[config.mk]
export PLATFORM = sky130hd
export DESIGN_NAME = irq_steer_router
export DESIGN_NICKNAME = d
export VERILOG_FILES = /design/src/rtl/irq_steer_pkg.sv /design/src/rtl/irq_route_regs.sv /design/src/rtl/irq_pic_mux.sv /design/src/rtl/irq_apic_map.sv /design/src/rtl/irq_steer_router.sv
export SDC_FILE = /design/constraint.sdc
export NUM_CORES = 1
export LEC_CHECK = 0
export BUFFER_PORTS_ARGS = -buffer_cell sky130_fd_sc_hd__buf_2
export CAP_MARGIN = 20
export CORE_ASPECT_RATIO = 0.7
export CORE_UTILIZATION = 45
export DETAILED_ROUTE_END_ITERATION = 12
export PLACE_DENSITY = 0.66
export SYNTH_ARGS = -nofsm -noshare
export SYNTH_HDL_FRONTEND = slang
export SYNTH_SLANG_ARGS = --single-unit
[constraint.sdc]
create_clock -name clk -period 1.6 [get_ports clk]
set_input_delay 0.48 -clock clk [delete_from_list [all_inputs] [get_ports clk]]
set_output_delay 0.48 -clock clk [all_outputs]
set_load 0.1 [all_outputs]
[src/rtl/irq_steer_pkg.sv]
package irq_steer_pkg;

  localparam int ROUTE_LINE_W = 4;
  localparam int SCI_SEL_W    = 3;
  localparam int IRQ_NUM_W    = 5;

  typedef struct packed {
    logic                    dis;
    logic [ROUTE_LINE_W-1:0] line;
  } route_t;

  localparam route_t              ROUTE_RST   = '{dis: 1'b1, line: '0};
  localparam logic [SCI_SEL_W-1:0] SCI_SEL_RST = '0;

  // returns {valid, irq number}
  function automatic logic [IRQ_NUM_W:0] sci_decode(input logic [SCI_SEL_W-1:0] sel);
    case (sel)
      3'd0:    sci_decode = {1'b1, 5'd9};
      3'd1:    sci_decode = {1'b1, 5'd10};
      3'd2:    sci_decode = {1'b1, 5'd11};
      3'd4:    sci_decode = {1'b1, 5'd20};
      3'd5:    sci_decode = {1'b1, 5'd21};
      default: sci_decode = '0;
    endcase
  endfunction

endpackage

[src/rtl/irq_route_regs.sv]
module irq_route_regs
  import irq_steer_pkg::*;
#(
  parameter int NUM_PIRQ = 8,
  parameter int AW       = 4
) (
  input  logic                         clk,
  input  logic                         rst_n,
  input  logic                         we,
  input  logic [AW-1:0]                addr,
  input  logic [7:0]                   wdata,
  output route_t [NUM_PIRQ-1:0]        route_o,
  output logic   [SCI_SEL_W-1:0]       sci_sel_o
);

  route_t [NUM_PIRQ-1:0]  route_q, route_d;
  logic [SCI_SEL_W-1:0]   sel_q, sel_d;
  logic                   unused_wbits;

  assign unused_wbits = ^wdata[6:4];

  always_comb begin
    route_d = route_q;
    sel_d   = sel_q;
    if (we) begin
      for (int n = 0; n < NUM_PIRQ; n++) begin
        if (addr == AW'(n)) route_d[n] = '{dis: wdata[7], line: wdata[ROUTE_LINE_W-1:0]};
      end
      if (addr == AW'(NUM_PIRQ)) sel_d = wdata[SCI_SEL_W-1:0];
    end
  end

  always_ff @(posedge clk or negedge rst_n) begin
    if (!rst_n) begin
      route_q <= {NUM_PIRQ{ROUTE_RST}};
      sel_q   <= SCI_SEL_RST;
    end else if (we) begin
      route_q <= route_d;
      sel_q   <= sel_d;
    end
  end

  assign route_o   = route_q;
  assign sci_sel_o = sel_q;

endmodule

[src/rtl/irq_pic_mux.sv]
module irq_pic_mux
  import irq_steer_pkg::*;
#(
  parameter int NUM_PIRQ  = 8,
  parameter int PIC_LINES = 16
) (
  input  logic [NUM_PIRQ-1:0]  pirq_i,
  input  route_t [NUM_PIRQ-1:0] route_i,
  input  logic                 sci_i,
  input  logic                 sci_pic_i,
  input  logic [IRQ_NUM_W-1:0] sci_num_i,
  output logic [PIC_LINES-1:0] pic_o
);

  for (genvar k = 0; k < PIC_LINES; k++) begin : g_line
    logic line_hit;
    always_comb begin
      line_hit = sci_i && sci_pic_i && (sci_num_i == IRQ_NUM_W'(k));
      for (int n = 0; n < NUM_PIRQ; n++) begin
        if (!route_i[n].dis && route_i[n].line == ROUTE_LINE_W'(k) && pirq_i[n])
          line_hit = 1'b1;
      end
    end
    assign pic_o[k] = line_hit;
  end

endmodule

[src/rtl/irq_apic_map.sv]
module irq_apic_map
  import irq_steer_pkg::*;
#(
  parameter int NUM_PIRQ   = 8,
  parameter int APIC_LINES = 24,
  parameter int APIC_BASE  = 16
) (
  input  logic [NUM_PIRQ-1:0]   pirq_i,
  input  logic                  sci_i,
  input  logic                  sci_valid_i,
  input  logic [IRQ_NUM_W-1:0]  sci_num_i,
  output logic [APIC_LINES-1:0] apic_o
);

  for (genvar j = 0; j < APIC_LINES; j++) begin : g_line
    logic sci_hit;
    assign sci_hit = sci_i && sci_valid_i && (sci_num_i == IRQ_NUM_W'(j));
    if (j >= APIC_BASE && j < APIC_BASE + NUM_PIRQ) begin : g_pirq
      assign apic_o[j] = pirq_i[j-APIC_BASE] | sci_hit;
    end else begin : g_sci_only
      assign apic_o[j] = sci_hit;
    end
  end

endmodule

[src/rtl/irq_steer_router.sv]
module irq_steer_router
  import irq_steer_pkg::*;
#(
  parameter int NUM_PIRQ   = 8,
  parameter int PIC_LINES  = 16,
  parameter int APIC_LINES = 24,
  parameter int APIC_BASE  = 16,
  parameter int AW         = 4
) (
  input  logic                  clk,
  input  logic                  rst_n,
  input  logic [NUM_PIRQ-1:0]   pirq_i,
  input  logic                  sci_i,
  input  logic                  cfg_we,
  input  logic [AW-1:0]         cfg_addr,
  input  logic [7:0]            cfg_wdata,
  output logic [PIC_LINES-1:0]  pic_o,
  output logic [APIC_LINES-1:0] apic_o
);

  route_t [NUM_PIRQ-1:0]   routes;
  logic [SCI_SEL_W-1:0]    sci_sel;
  logic                    sci_valid, sci_pic;
  logic [IRQ_NUM_W-1:0]    sci_num;
  logic [PIC_LINES-1:0]    pic_d, pic_q;
  logic [APIC_LINES-1:0]   apic_d, apic_q;
  logic                    all_dis;

  irq_route_regs #(.NUM_PIRQ(NUM_PIRQ), .AW(AW)) u_regs (
    .clk(clk), .rst_n(rst_n), .we(cfg_we), .addr(cfg_addr), .wdata(cfg_wdata),
    .route_o(routes), .sci_sel_o(sci_sel)
  );

  assign {sci_valid, sci_num} = sci_decode(sci_sel);
  assign sci_pic = sci_valid && (sci_num < IRQ_NUM_W'(PIC_LINES));

  irq_pic_mux #(.NUM_PIRQ(NUM_PIRQ), .PIC_LINES(PIC_LINES)) u_pic (
    .pirq_i(pirq_i), .route_i(routes), .sci_i(sci_i), .sci_pic_i(sci_pic),
    .sci_num_i(sci_num), .pic_o(pic_d)
  );

  irq_apic_map #(.NUM_PIRQ(NUM_PIRQ), .APIC_LINES(APIC_LINES), .APIC_BASE(APIC_BASE)) u_apic (
    .pirq_i(pirq_i), .sci_i(sci_i), .sci_valid_i(sci_valid), .sci_num_i(sci_num),
    .apic_o(apic_d)
  );

  always_ff @(posedge clk or negedge rst_n) begin
    if (!rst_n) begin
      pic_q  <= '0;
      apic_q <= '0;
    end else begin
      pic_q  <= pic_d;
      apic_q <= apic_d;
    end
  end

  assign pic_o  = pic_q;
  assign apic_o = apic_q;

  always_comb begin
    all_dis = 1'b1;
    for (int n = 0; n < NUM_PIRQ; n++) if (!routes[n].dis) all_dis = 1'b0;
  end

  // each PIRQ reaches its dedicated advanced line one cycle later
  for (genvar n = 0; n < NUM_PIRQ; n++) begin : g_chk
    assert_apic_follows_R5: assert property (@(posedge clk) disable iff (!rst_n)
      pirq_i[n] |=> apic_o[APIC_BASE+n]);
    assert_apic_quiet_R5: assert property (@(posedge clk) disable iff (!rst_n)
      (!pirq_i[n] && !(sci_i && sci_valid && sci_num == IRQ_NUM_W'(APIC_BASE+n)))
      |=> !apic_o[APIC_BASE+n]);
  end

  // with every route disabled and no SCI on the legacy side, legacy lines stay low
  assert_pic_disabled_R4: assert property (@(posedge clk) disable iff (!rst_n)
    (all_dis && !(sci_i && sci_pic)) |=> (pic_o == '0));

  // a reserved SCI code with no PIRQ active leaves every line low
  assert_sci_reserved_R7: assert property (@(posedge clk) disable iff (!rst_n)
    (!sci_valid && pirq_i == '0) |=> (pic_o == '0 && apic_o == '0));

  // no source active means all outputs low on the next cycle
  assert_idle_R9: assert property (@(posedge clk) disable iff (!rst_n)
    (!sci_i && pirq_i == '0) |=> (pic_o == '0 && apic_o == '0));

  // SCI on 20 or 21 never touches the legacy side
  assert_sci_apic_only_R8: assert property (@(posedge clk) disable iff (!rst_n)
    (sci_valid && !sci_pic && all_dis) |=> (pic_o == '0));

endmodule

# --- After elaboration in Yosys (flattened, before gate mapping) ---
# Index checks and enable logic that the tools add are counted.
op_classes:
  magnitude_cmp: 1
  n_eq_ne: 155
  mux: 129
  bitwise_logic: 8
  reduce_logical: 327
ops:
  columns: ["operator", "n"]
  rows:
  - ["$logic_and 1x1->1", 299]
  - ["$eq 4x4->1 const B", 65]
  - ["$eq 4x3->1 const B", 36]
  - ["$mux 1", 128]
  - ["$eq 4x2->1 const B", 18]
  - ["$eq 5x4->1 const B", 8]
  - ["$eq 5x5->1 const B", 8]
  - ["$eq 4x1->1 const B", 9]
  - ["$logic_not 4->1", 9]
  - ["$pmux 6 s5", 1]
  - ["$eq 5x3->1 const B", 4]
  - ["$reduce_and 2->1", 9]
  - ["$eq 5x2->1 const B", 2]
  - ["$logic_not 1->1", 8]
  - ["$or 1x1->1", 8]
  - ["$eq 3x3->1 const B", 2]
  - ["$eq 5x1->1 const B", 1]
  - ["$logic_not 5->1", 1]
  - ["$lt 5x5->1 const B", 1]
  - ["$eq 3x1->1 const B", 1]
  - ["$eq 3x2->1 const B", 1]
  - ["$logic_not 3->1", 1]
totals:
  register_bits: 83
  in_bits: 24
  out_inout_bits: 40
  elab_cells: 639

# --- Longest topological paths before layout ---
# Gate-level depths: netlist of run 1.
depth:
  word_depth: 14
  mapped_depth: 5
  mapped_depth_nobuf: 4

# --- By module ---
# A second synthesis of run 1 with hierarchy kept.
unflattened:
  cells_unflattened: 416
  hier_area_um2: 4573.1
modules_own_cells:
  columns: ["module", "instances", "cells_per_inst", "area_each_um2", "seq_area_each_um2"]
  rows:
  - ["irq_route_regs", 1, 99, 1699.1, 1086.0]
  - ["irq_pic_mux", 1, 212, 1406.3, 0.0]
  - ["irq_steer_router", 1, 48, 1048.5, 1001.0]
  - ["irq_apic_map", 1, 57, 419.2, 0.0]

# --- Worst setup path before layout of run 1 ---
# No wires, ideal clock.
synth_timing:
  path_type: "input to register"
  start: "input port cfg_addr[3]"
  end: "register u_regs.route_q (netlist bit u_regs.route_o[15])"
  arrival_ns: 1.333
  path_slack_ns: 0.142
  cell_stages: 4
  cell_sequence: "nor3b_2 -> and3_1 -> buf_2 -> mux2_2"
synth_via:
  elab_chain_len: 2
synth_lines:
  columns: ["element", "line", "text"]
  rows:
  - ["start, declared", "irq_steer_router.sv:15", "input logic [AW-1:0] cfg_addr,"]
  - ["$eq 4x2->1", "irq_route_regs.sv:27", "if (addr == AW'(n)) route_d[n] = '{dis: wdata[7], line: wdata[ROUTE_LINE_W-1:0]};"]
  - ["$reduce_and 2->1 (no line)", null, null]
  - ["end signal, assigned", "irq_route_regs.sv:35", "route_q <= {NUM_PIRQ{ROUTE_RST}};"]
  - ["end signal, assigned", "irq_route_regs.sv:38", "route_q <= route_d;"]
  - ["end, declared", "irq_route_regs.sv:16", "route_t [NUM_PIRQ-1:0] route_q, route_d;"]
# No other way between the ends.
# A chain may end at the register's enable or synchronous reset.

# --- Final worst setup path of run 1 ---
layout_timing:
  start: "register u_regs.route_q (netlist bit u_regs.route_o[39])"
  end: "register pic_q[6], in the netlist pic_o[6]"
layout_via:
  elab_chain_len: 4
layout_lines:
  columns: ["element", "line", "text"]
  rows:
  - ["$logic_not 1->1", "irq_pic_mux.sv:20", "if (!route_i[n].dis && route_i[n].line == ROUTE_LINE_W'(k) && pirq_i[n])"]
  - ["$logic_and 1x1->1 (2 in a row)", "irq_pic_mux.sv:20", null]
  - ["$mux 1", "irq_pic_mux.sv:20", null]
  - ["named net u_pic.g_line[6].line_hit", "irq_pic_mux.sv:16", "logic line_hit;"]
  - ["end signal, assigned", "irq_steer_router.sv:52", "pic_q <= pic_d;"]
  - ["end, declared", "irq_steer_router.sv:25", "logic [PIC_LINES-1:0] pic_d, pic_q;"]
# The timed path passes the listed nets, and every way through them passes these cells.

==> impl_metrics.env, run 1 <==
export IMPL_ys_types=51
export IMPL_grt_pass1_vias=3105
export IMPL_placed_area_mm2=0.00462
export IMPL_fp_dieH_um=79.8
export IMPL_power_frac_comb=0.396
export IMPL_rsz0062_at_grt="yes"
export IMPL_yosysMostFrequentCell="dfrtp_1"
export IMPL_htreeDepth=3
export IMPL_seqPwrFrac=0.348
export IMPL_finalInstanceArea_mm2=0.00504
export IMPL_clkSinkCount=75
export IMPL_drc_errors=0
export IMPL_final_layout_size_suffix_gt1_frac=0.433
export IMPL_critPathCaptureType="flip-flop"
export IMPL_hold_depth=1
export IMPL_setup_viol=0
export IMPL_yosys_top_cells_area="dfrtp_1 43%, mux2_2 12%, dfstp_2 5.4%, o22ai_1 3.5%, nor2_1 2.7%"
export IMPL_grt_pass1_wl_mm=18.1
export IMPL_min_from="pirq_i[1]"
export IMPL_hp_class="input port to flip-flop"
export IMPL_rr_startpoint="u_regs.route_o[39]"
export IMPL_die_area_mm2=0.00902
export IMPL_r2r_slack_ns=0.04
export IMPL_io_pins=64
export IMPL_final_period_utilization=0.978
export IMPL_ys_ff_latch=75
export IMPL_grt_max_degree=34
export IMPL_cap_violations=0
export IMPL_ys_warn_count=0
export IMPL_vias=3361
export IMPL_start_util=0.479
export IMPL_nets=482
export IMPL_r2r_worst_path_cells=5
export IMPL_areaGrowthSynthToFinish_pct=29.7
export IMPL_grt_antenna_before_repair=0
export IMPL_cts_root_buf="clkbuf_16"
export IMPL_critical_path_max_stage_delay_ns=0.52
export IMPL_ir_drop_mv=1.06
export IMPL_cp_cell_sequence="buf_4 -> nand4b_1 -> o32ai_1 -> nor4_1 -> o221ai_1"
export IMPL_synth_top_area_share=0.431
export IMPL_max_slew_margin=0.666
export IMPL_internal_power_uw=4550
export IMPL_tritoncts="built"
export IMPL_async_flop_share=1.00
export IMPL_routed_via_density=5.97
export IMPL_synth_top_cell_by_area="dfrtp_1"
export IMPL_layout_setup_ws_ns=0.0353
export IMPL_swShare=0.417
export IMPL_coreArea_mm2=0.00811
export IMPL_dr_pass1_iters=5
export IMPL_routedWlPerCell_um=20.7
export IMPL_arrival_ns=1.75
export IMPL_setup_tns_ns=0
export IMPL_gp_congestion=0.935
export IMPL_crit_required_ns=1.78
export IMPL_die_w_um=113
export IMPL_detail_route_antenna_nets=0
export IMPL_syn_area_per_cell_um2=11.0
export IMPL_switching_power_uw=3250
export IMPL_gr_total_overflow=0
export IMPL_grt_usage=0.282
export IMPL_worstHoldEndpoint="apic_o[17]"
export IMPL_totalWireLength_mm=11.7
export IMPL_synthCells=352
export IMPL_p_leak_uw=0.00220
export IMPL_status="completed"
export IMPL_hold_viol=0
export IMPL_ys_seq_area_frac=0.486
export IMPL_syn_area_mm2=0.00389
export IMPL_power_density_mw_per_mm2=1550
export IMPL_diodes=0
export IMPL_critPathSlowestCell="dfstp_2"
export IMPL_dp_hpwl_mm=8.93
export IMPL_period_minus_slack_ns=1.56
export IMPL_synth_common_cells="67 x dfrtp_1, 43 x mux2_2, 28 x nor2_1"
export IMPL_clock_fmax_mhz=639
export IMPL_p_clk_frac=0.256
export IMPL_worstSetupPathType="flip-flop to flip-flop"
export IMPL_drt_iter0_drc=259
export IMPL_worstMarginPinSlew_ns=0.494
export IMPL_cp_start_kind="flip-flop"
export IMPL_synth_edf_count=0
export IMPL_clk_path_buf_depth=2
export IMPL_portBuffers=52
export IMPL_fp_row_count=27
export IMPL_slew_viol_final=0
export IMPL_post_place_ws_ns=-0.116
export IMPL_clk_latency_ns=0.34
export IMPL_fill_cells=691
export IMPL_skew_ns=0.00450
export IMPL_worstPathMaxFanout=4
export IMPL_synth_main_ff_cell="dfrtp_1"
export IMPL_cts_buffers=9
export IMPL_reg2reg_to="pic_o[6]"
export IMPL_path_clk_slew_ns=0.05
worst max path at each step:
stage / from / endpoint / slack (ns)
after detailed placement: pirq_i[3] / pic_o[0] / -0.12
final: u_regs.route_o[39] / pic_o[6] / 0.04
after global routing: u_regs.route_o[39] / pic_o[6] / -0.004
after CTS: u_regs.route_o[31] / pic_o[0] / 0.02
after global placement: pirq_i[6] / pic_o[0] / -0.09
after floorplan: cfg_addr[3] / u_regs.route_o[15] / 0.14
power groups by stage:
stage / Sequential (uW) / Clock, uW / Combinational, uW
after floorplan: 3720 / 0 / 1100
after global placement: 2680 / 0 / 2980
after detailed placement: 2710 / 0 / 2990
after CTS: 2690 / 2040 / 3010
after global routing: 2780 / 2100 / 3240
final: 2710 / 2000 / 3090
repair_timing:
action / in CTS / in global routing
buffers inserted: 0 / 1
hold buffers: 1 / 0
hold endpoints to repair: 9 / 0
endpoints found under the setup margin: 2 / 12
pin swaps: 0 / 4
resized for setup: 3 / 19
critical path, delay by kind of cell (launching register included):
family,cells,cell delay (ns)
flip-flops,1,0.52
AND/OR/NAND/NOR,2,0.45
buffers and inverters,1,0.11
AO/OA/AOI/OAI,2,0.33
layout by cell type, fill, tap and decap left out, types with 6 or more instances in the layout:
cell / n
buf_2: 51
nor3_1: 12
nand4bb_1: 8
conb_1: 13
nor3_2: 6
nand3_1: 11
nand3b_1: 8
o22ai_1: 21
dfstp_2: 8
nand4b_1: 7
o32ai_1: 8
clkbuf_16: 9
nor2_1: 28
mux2_2: 43
buf_4: 52
dfrtp_1: 67
nand2_1: 19
nand2b_1: 13
state kept, by name (all words and copies together) (netlist names):
| signal | count |
|---|---|
| pic_o | 16 |
| apic_o | 16 |
| u_regs.sci_sel_o | 3 |
| u_regs.route_o | 40 |
final cells by class:
class	instances	area (um^2)	area share
timing repair buffer	106	696	0.138
clock inverter	2	35.0	0.00695
sequential	75	1890	0.374
tap	101	126	0.0251
inverter	3	11.3	0.00223
clock buffer	13	260	0.0516
multi-input combinational	263	2020	0.402
logic make-up after synthesis:
| family | after synthesis | share of synthesized area |
|---|---|---|
| simple gates | 153 | 0.251 |
| buf+inv | 26 | 0.0341 |
| other cells | 1 | 0.000965 |
| flops | 75 | 0.486 |
| mux | 43 | 0.125 |
| compound gates | 54 | 0.103 |
routing by layer:
layer / routed length, um / global-route usage / vias to the layer above
met5: 0 / 0 / -
met4: 139 / 0.0697 / 0
met1: 5590 / 0.418 / 1650
met2: 4990 / 0.406 / 158
met3: 946 / 0.0729 / 13
li1: - / - / 1540
metrics by stage:
stage               hold slack (ns)  cells  utilization  power (uW)
floorplan                     0.184    364            -        4830
global placement              0.339    547        0.570        5660
detailed placement            0.341    547        0.570        5700
CTS                           0.282    563        0.609        7740
global route                  0.290    563        0.622        8120
finish                        0.289    563        0.622        7800
(Power assumes the default switching activity.)
==> run 2: changes to the inputs <==
RECOVER_POWER = 100   (was default)
==> run 2 against run 1 <==
Compared with the run above: non-clock buffer count did not move; clock power barely moved; total power fell by 0.36%; wire length rose by 0.17%; critical endpoint is now pic_o[0].
==> impl_metrics.env, run 2 (synthesis results as in run 1) <==
export IMPL_cts_buffers=9
export IMPL_io_pins=64
export IMPL_internal_power_uw=4530
export IMPL_dp_hpwl_mm=8.93
export IMPL_clk_path_buf_depth=2
export IMPL_period_minus_slack_ns=1.57
export IMPL_clk_latency_ns=0.34
export IMPL_power_frac_comb=0.395
export IMPL_stdcell_count=563
export IMPL_fp_dieH_um=79.8
export IMPL_power_density_mw_per_mm2=1570
export IMPL_path_clk_slew_ns=0.06
export IMPL_multi_input_area_mm2=0.00199
export IMPL_layout_setup_ws_ns=0.0284
export IMPL_skew_ns=0.00369
export IMPL_max_slew_margin=0.483
export IMPL_grt_max_degree=34
export IMPL_routed_via_density=5.98
export IMPL_gr_total_overflow=0
export IMPL_fill_cells=711
export IMPL_worstSetupPathType="flip-flop to flip-flop"
export IMPL_dp_cells=547
export IMPL_die_w_um=113
export IMPL_coreArea_mm2=0.00811
export IMPL_grt_pass1_vias=3105
export IMPL_critPathSlowestCell="dfstp_2"
export IMPL_crit_required_ns=1.81
export IMPL_worstPathMaxFanout=5
export IMPL_tritoncts="built"
export IMPL_final_period_utilization=0.982
export IMPL_gp_congestion=0.935
export IMPL_routedWlPerCell_um=20.8
export IMPL_diodes=0
export IMPL_cap_violations=0
export IMPL_power_uw=7780
export IMPL_grt_antenna_before_repair=0
export IMPL_portBuffers=52
export IMPL_detail_route_antenna_nets=0
export IMPL_seqPwrFrac=0.349
export IMPL_critical_path_max_stage_delay_ns=0.55
export IMPL_largest_reg_flops=40
export IMPL_hold_viol=0
export IMPL_rsz0062_at_grt="yes"
export IMPL_area_sequential_mm2=0.00189
export IMPL_slew_viol_final=0
export IMPL_cp_start_kind="flip-flop"
export IMPL_final_layout_size_suffix_gt1_frac=0.383
export IMPL_post_place_ws_ns=-0.116
export IMPL_cp_cell_sequence="or3_1 -> o32ai_4 -> nor4_2 -> nand3_2"
export IMPL_start_util=0.479
export IMPL_worstMarginPinSlew_ns=0.775
export IMPL_grt_pass1_wl_mm=18.1
export IMPL_cts_root_buf="clkbuf_16"
export IMPL_clock_fmax_mhz=636
export IMPL_dr_pass1_iters=5
export IMPL_critPathCaptureType="flip-flop"
export IMPL_htreeDepth=3
export IMPL_areaGrowthSynthToFinish_pct=27.5
export IMPL_fp_row_count=27
export IMPL_p_clk_frac=0.257
export IMPL_crit_cells=4
export IMPL_final_core_util=0.611
export IMPL_vias=3368
export IMPL_layout_cells_most_common="dfrtp_1"
export IMPL_nets=482
export IMPL_drt_iter0_drc=355
export IMPL_setup_viol=0
export IMPL_worst_path_buf_inv=0
export IMPL_r2r_worst_path_cells=4
export IMPL_critPathTopFamily="simple AND/OR/NAND/NOR gates"
export IMPL_ir_drop_mv=1.05
export IMPL_hp_class="input port to flip-flop"
export IMPL_final_cell_mix="67 x dfrtp_1, 46 x buf_2, 43 x mux2_2, 39 x buf_4, 28 x nor2_1"
export IMPL_hold_depth=1
export IMPL_totalWireLength_mm=11.7
export IMPL_switching_power_uw=3250
export IMPL_status="completed"
export IMPL_drc_errors=0
export IMPL_clkSinkCount=75
export IMPL_arrival_ns=1.78
export IMPL_p_leak_uw=0.00212
export IMPL_grt_usage=0.282
export IMPL_die_area_mm2=0.00902
export IMPL_swShare=0.418
## run 2: changes by cell type in the layout (fill, tap and decap cells not counted), sizes merged
cell    change
clkbuf     +18
buf        -18
## run 2: final timing paths
path	start	endpoint	slack (ns)
worst max-delay path	u_regs.route_o[29]	pic_o[0]	0.03
worst max register to register	u_regs.route_o[29]	pic_o[0]	0.03
min in group asynchronous	rst_n	u_regs.route_o[6]	0.74
worst min register to register	u_regs.route_o[20]	u_regs.route_o[20]	0.53
worst min-delay path	pirq_i[1]	apic_o[17]	0.30
max in group asynchronous	rst_n	u_regs.route_o[24]	0.15
## run 2: worst register-to-register path, cell delays in order (launching register included)
cell     delay (ns)
dfstp_2        0.55
or3_1          0.23
o32ai_4        0.13
nor4_2         0.41
nand3_2        0.12
## run 2: per-stage QoR
stage	area [um^2]	hold slack [ns]	setup TNS (ns)
2_1_floorplan	3930	0.184	0
3_3_place_gp	4620	0.339	-0.977
3_5_place_dp	4620	0.341	-1.54
4_1_cts	4940	0.282	0
5_1_grt	4960	0.313	-0.00800
6_report	4960	0.304	0
## run 2: layout make-up
class | count | share of cell area
well taps | 101 | 0.0255
flip-flops and latches | 75 | 0.381
clock inverters | 2 | 0.00707
clock buffers | 13 | 0.0525
repair buffers | 106 | 0.130
multi-input cells | 263 | 0.402
inverters | 3 | 0.00227
## run 2: power by group through the flow
stage	registers, uW	clock network [uW]	logic [uW]
after floorplan	3720	0	1100
after global placement	2680	0	2980
after detailed placement	2710	0	2990
after CTS	2690	2040	3010
after global routing	2770	2100	3210
final	2710	2000	3070
## run 2: repair_timing
item                                   CTS  global route
pin swaps                                0             4
setup endpoints to repair                2            12
hold buffers                             1             0
setup buffers                            0             1
gates resized for setup                  3            19
endpoints found under the hold margin    9             0
gates cloned                             0             0
## run 2: metal layers
layer / vias to the layer above / wire length [um] / GRT usage / part of all wire
li1: 1537 / - / - / -
met1: 1663 / 5700 / 0.418 / 0.49
met4: 0 / 107 / 0.0697 / 0.0092
met2: 158 / 4990 / 0.406 / 0.43
met5: - / 0 / 0 / 0
met3: 10 / 888 / 0.0729 / 0.076
==> run 3: changes to the inputs <==
PLACE_DENSITY = 0.69   (was 0.66)
clock period = 1.29 ns   (was 1.6 ns; I/O delays follow)
==> run 3 against run 2 <==
Compared with the run above: the run now ends with negative setup slack left; total power grew 53%; global-route usage grew 6.8 points; clock skew grew 0.0040 ns; count of clock-buffer cells in the layout shrank 3; sequential share of layout area shrank 9.0 points; critical path depth grew 1; combinational power grew 90%; via count grew 14%; critical path type unchanged; critical endpoint is now pic_o[10]; largest cell class unchanged; highest routed layer unchanged.
==> impl_metrics.env, run 3 (synthesis results as in run 1) <==
export IMPL_status="finished with violations"
export IMPL_violations="negative setup slack"
export IMPL_grt_usage=0.349
export IMPL_arrival_ns=1.82
export IMPL_path_clk_slew_ns=0.06
export IMPL_grt_pass1_wl_mm=22.6
export IMPL_dr_pass1_iters=6
export IMPL_hp_class="input port to flip-flop"
export IMPL_start_util=0.479
export IMPL_skew_ns=0.00773
export IMPL_clock_fmax_mhz=619
export IMPL_setup_viol=78
export IMPL_coreArea_mm2=0.00811
export IMPL_critPathCaptureType="flip-flop"
export IMPL_portBuffers=52
export IMPL_fill_cells=472
export IMPL_switching_power_uw=4910
export IMPL_gp_congestion=0.982
export IMPL_final_period_utilization=1.25
export IMPL_ir_drop_mv=1.39
export IMPL_layout_cells_most_common="buf_4"
export IMPL_p_leak_uw=0.00269
export IMPL_tritoncts="built"
export IMPL_cts_root_buf="clkbuf_16"
export IMPL_rsz0062_at_grt="yes"
export IMPL_slew_viol_final=0
export IMPL_fp_dieH_um=79.8
export IMPL_hold_viol=0
export IMPL_dp_hpwl_mm=10.5
export IMPL_nets=541
export IMPL_placed_area_mm2=0.00553
export IMPL_htreeDepth=3
export IMPL_layout_setup_ws_ns=-0.326
export IMPL_max_slew_margin=0.487
export IMPL_power_density_mw_per_mm2=1820
export IMPL_finalInstanceArea_mm2=0.00651
export IMPL_seqPwrFrac=0.294
export IMPL_routedWlPerCell_um=24.1
export IMPL_gr_total_overflow=0
export IMPL_die_w_um=113
export IMPL_clk_path_buf_depth=2
export IMPL_whs_ns=0.212
export IMPL_routed_via_density=6.18
export IMPL_totalWireLength_mm=15.0
export IMPL_cp_start_kind="flip-flop"
export IMPL_clkSinkCount=75
export IMPL_p_clk_frac=0.216
export IMPL_power_frac_comb=0.491
export IMPL_drc_errors=0
export IMPL_io_pins=64
export IMPL_post_place_ws_ns=-0.370
export IMPL_clk_latency_ns=0.34
export IMPL_worstSetupPathType="flip-flop to flip-flop"
export IMPL_diodes=0
export IMPL_stdcell_count=623
export IMPL_crit_required_ns=1.49
export IMPL_detail_route_antenna_nets=0
export IMPL_fp_row_count=27
export IMPL_grt_max_degree=38
export IMPL_die_area_mm2=0.00902
export IMPL_worstMarginPinSlew_ns=0.769
export IMPL_cts_buffers=9
export IMPL_grt_antenna_before_repair=0
export IMPL_period_minus_slack_ns=1.62
export IMPL_dp_cells=594
export IMPL_cap_violations=0
export IMPL_final_cell_mix="89 x buf_4, 65 x dfrtp_1, 39 x mux2_2, 34 x buf_12, 22 x nor2_1"
export IMPL_final_layout_size_suffix_gt1_frac=0.586
export IMPL_swShare=0.414
export IMPL_internal_power_uw=6950
export IMPL_areaGrowthSynthToFinish_pct=67.5
export IMPL_largest_reg_flops=40
export IMPL_drt_iter0_drc=351
export IMPL_worstPathMaxFanout=5
export IMPL_vias=3850
export IMPL_grt_pass1_vias=3881
-- run 3: cell count changes in the layout (fill, tap and decap cells not counted), moves of 5 or more --
| cell | delta |
|---|---|
| nor3_1 | -6 |
| o22ai_2 | +8 |
| nand4bb_4 | +7 |
| nand4bb_1 | -7 |
| nor3b_1 | -5 |
| o32ai_1 | -6 |
| buf_12 | +32 |
| nor2_1 | -6 |
| buf_2 | -33 |
| buf_4 | +50 |
| o22ai_1 | -16 |
| o22ai_4 | +8 |
| clkbuf_1 | -10 |
| buf_6 | +14 |
-- run 3: worst max-delay path: stages (launching register included) --
cell	delay, ns
dfstp_2	0.58
or3_4	0.17
o22ai_2	0.10
nor4_2	0.33
buf_4	0.18
o211ai_1	0.10
-- run 3: area by class of cell --
type	count	area, um^2	share of cell area
clock buffer	10	239	0.0367
clock inverter	6	63.8	0.00980
inverter	3	11.3	0.00173
multi-input combinational	263	2530	0.389
sequential	75	1890	0.290
tap	101	126	0.0194
timing repair buffer	165	1650	0.253
-- run 3: routing by layer --
layer / track usage / part of all wire / up-vias / routed length (um)
met2: 0.528 / 0.45 / 248 / 6800
met4: 0.149 / 0.026 / 0 / 384
met5: 0 / 0 / - / 0
li1: - / - / 1662 / -
met1: 0.452 / 0.41 / 1899 / 6160
met3: 0.130 / 0.11 / 41 / 1700
-- run 3: final timing paths --
kind / slack, ns / end / depth (start not counted) / startpoint
setup / recovery: -0.33 / pic_o[10] / 5 / u_regs.route_o[29]
hold / removal: 0.21 / apic_o[18] / 1 / pirq_i[2]
setup reg to reg: -0.33 / pic_o[10] / 5 / u_regs.route_o[29]
hold reg to reg: 0.57 / apic_o[9] / 1 / u_regs.sci_sel_o[0]
max in group asynchronous: -0.08 / u_regs.route_o[9] / 3 / rst_n
min in group asynchronous: 0.64 / u_regs.route_o[17] / 2 / rst_n
-- run 3: timing repair --
item | 4_1_cts | 5_1_grt
resized for setup | 82 | 23
hold buffers | 1 | 0
endpoints found under the hold margin | 8 | 0
pin swaps | 25 | 18
setup endpoints to repair | 48 | 48
setup buffers | 6 | 7
gates cloned | 0 | 0
-- run 3: power groups by stage --
stage               Combinational (uW)  Sequential, uW  Clock, uW
finish                            5820            3490       2560
global route                      6000            3540       2650
CTS                               5510            3440       2570
detailed placement                4950            3450          0
global placement                  4910            3400          0
floorplan                         1410            4630          0
-- run 3: per-stage QoR --
stage | utilization | TNS (ns) | power, uW
global route | 0.803 | -12.92 | 12200
floorplan | - | -0.408 | 6040
global placement | 0.682 | -12.13 | 8310
CTS | 0.787 | -3.08 | 11500
finish | 0.803 | -4.43 | 11900
detailed placement | 0.682 | -13.17 | 8390
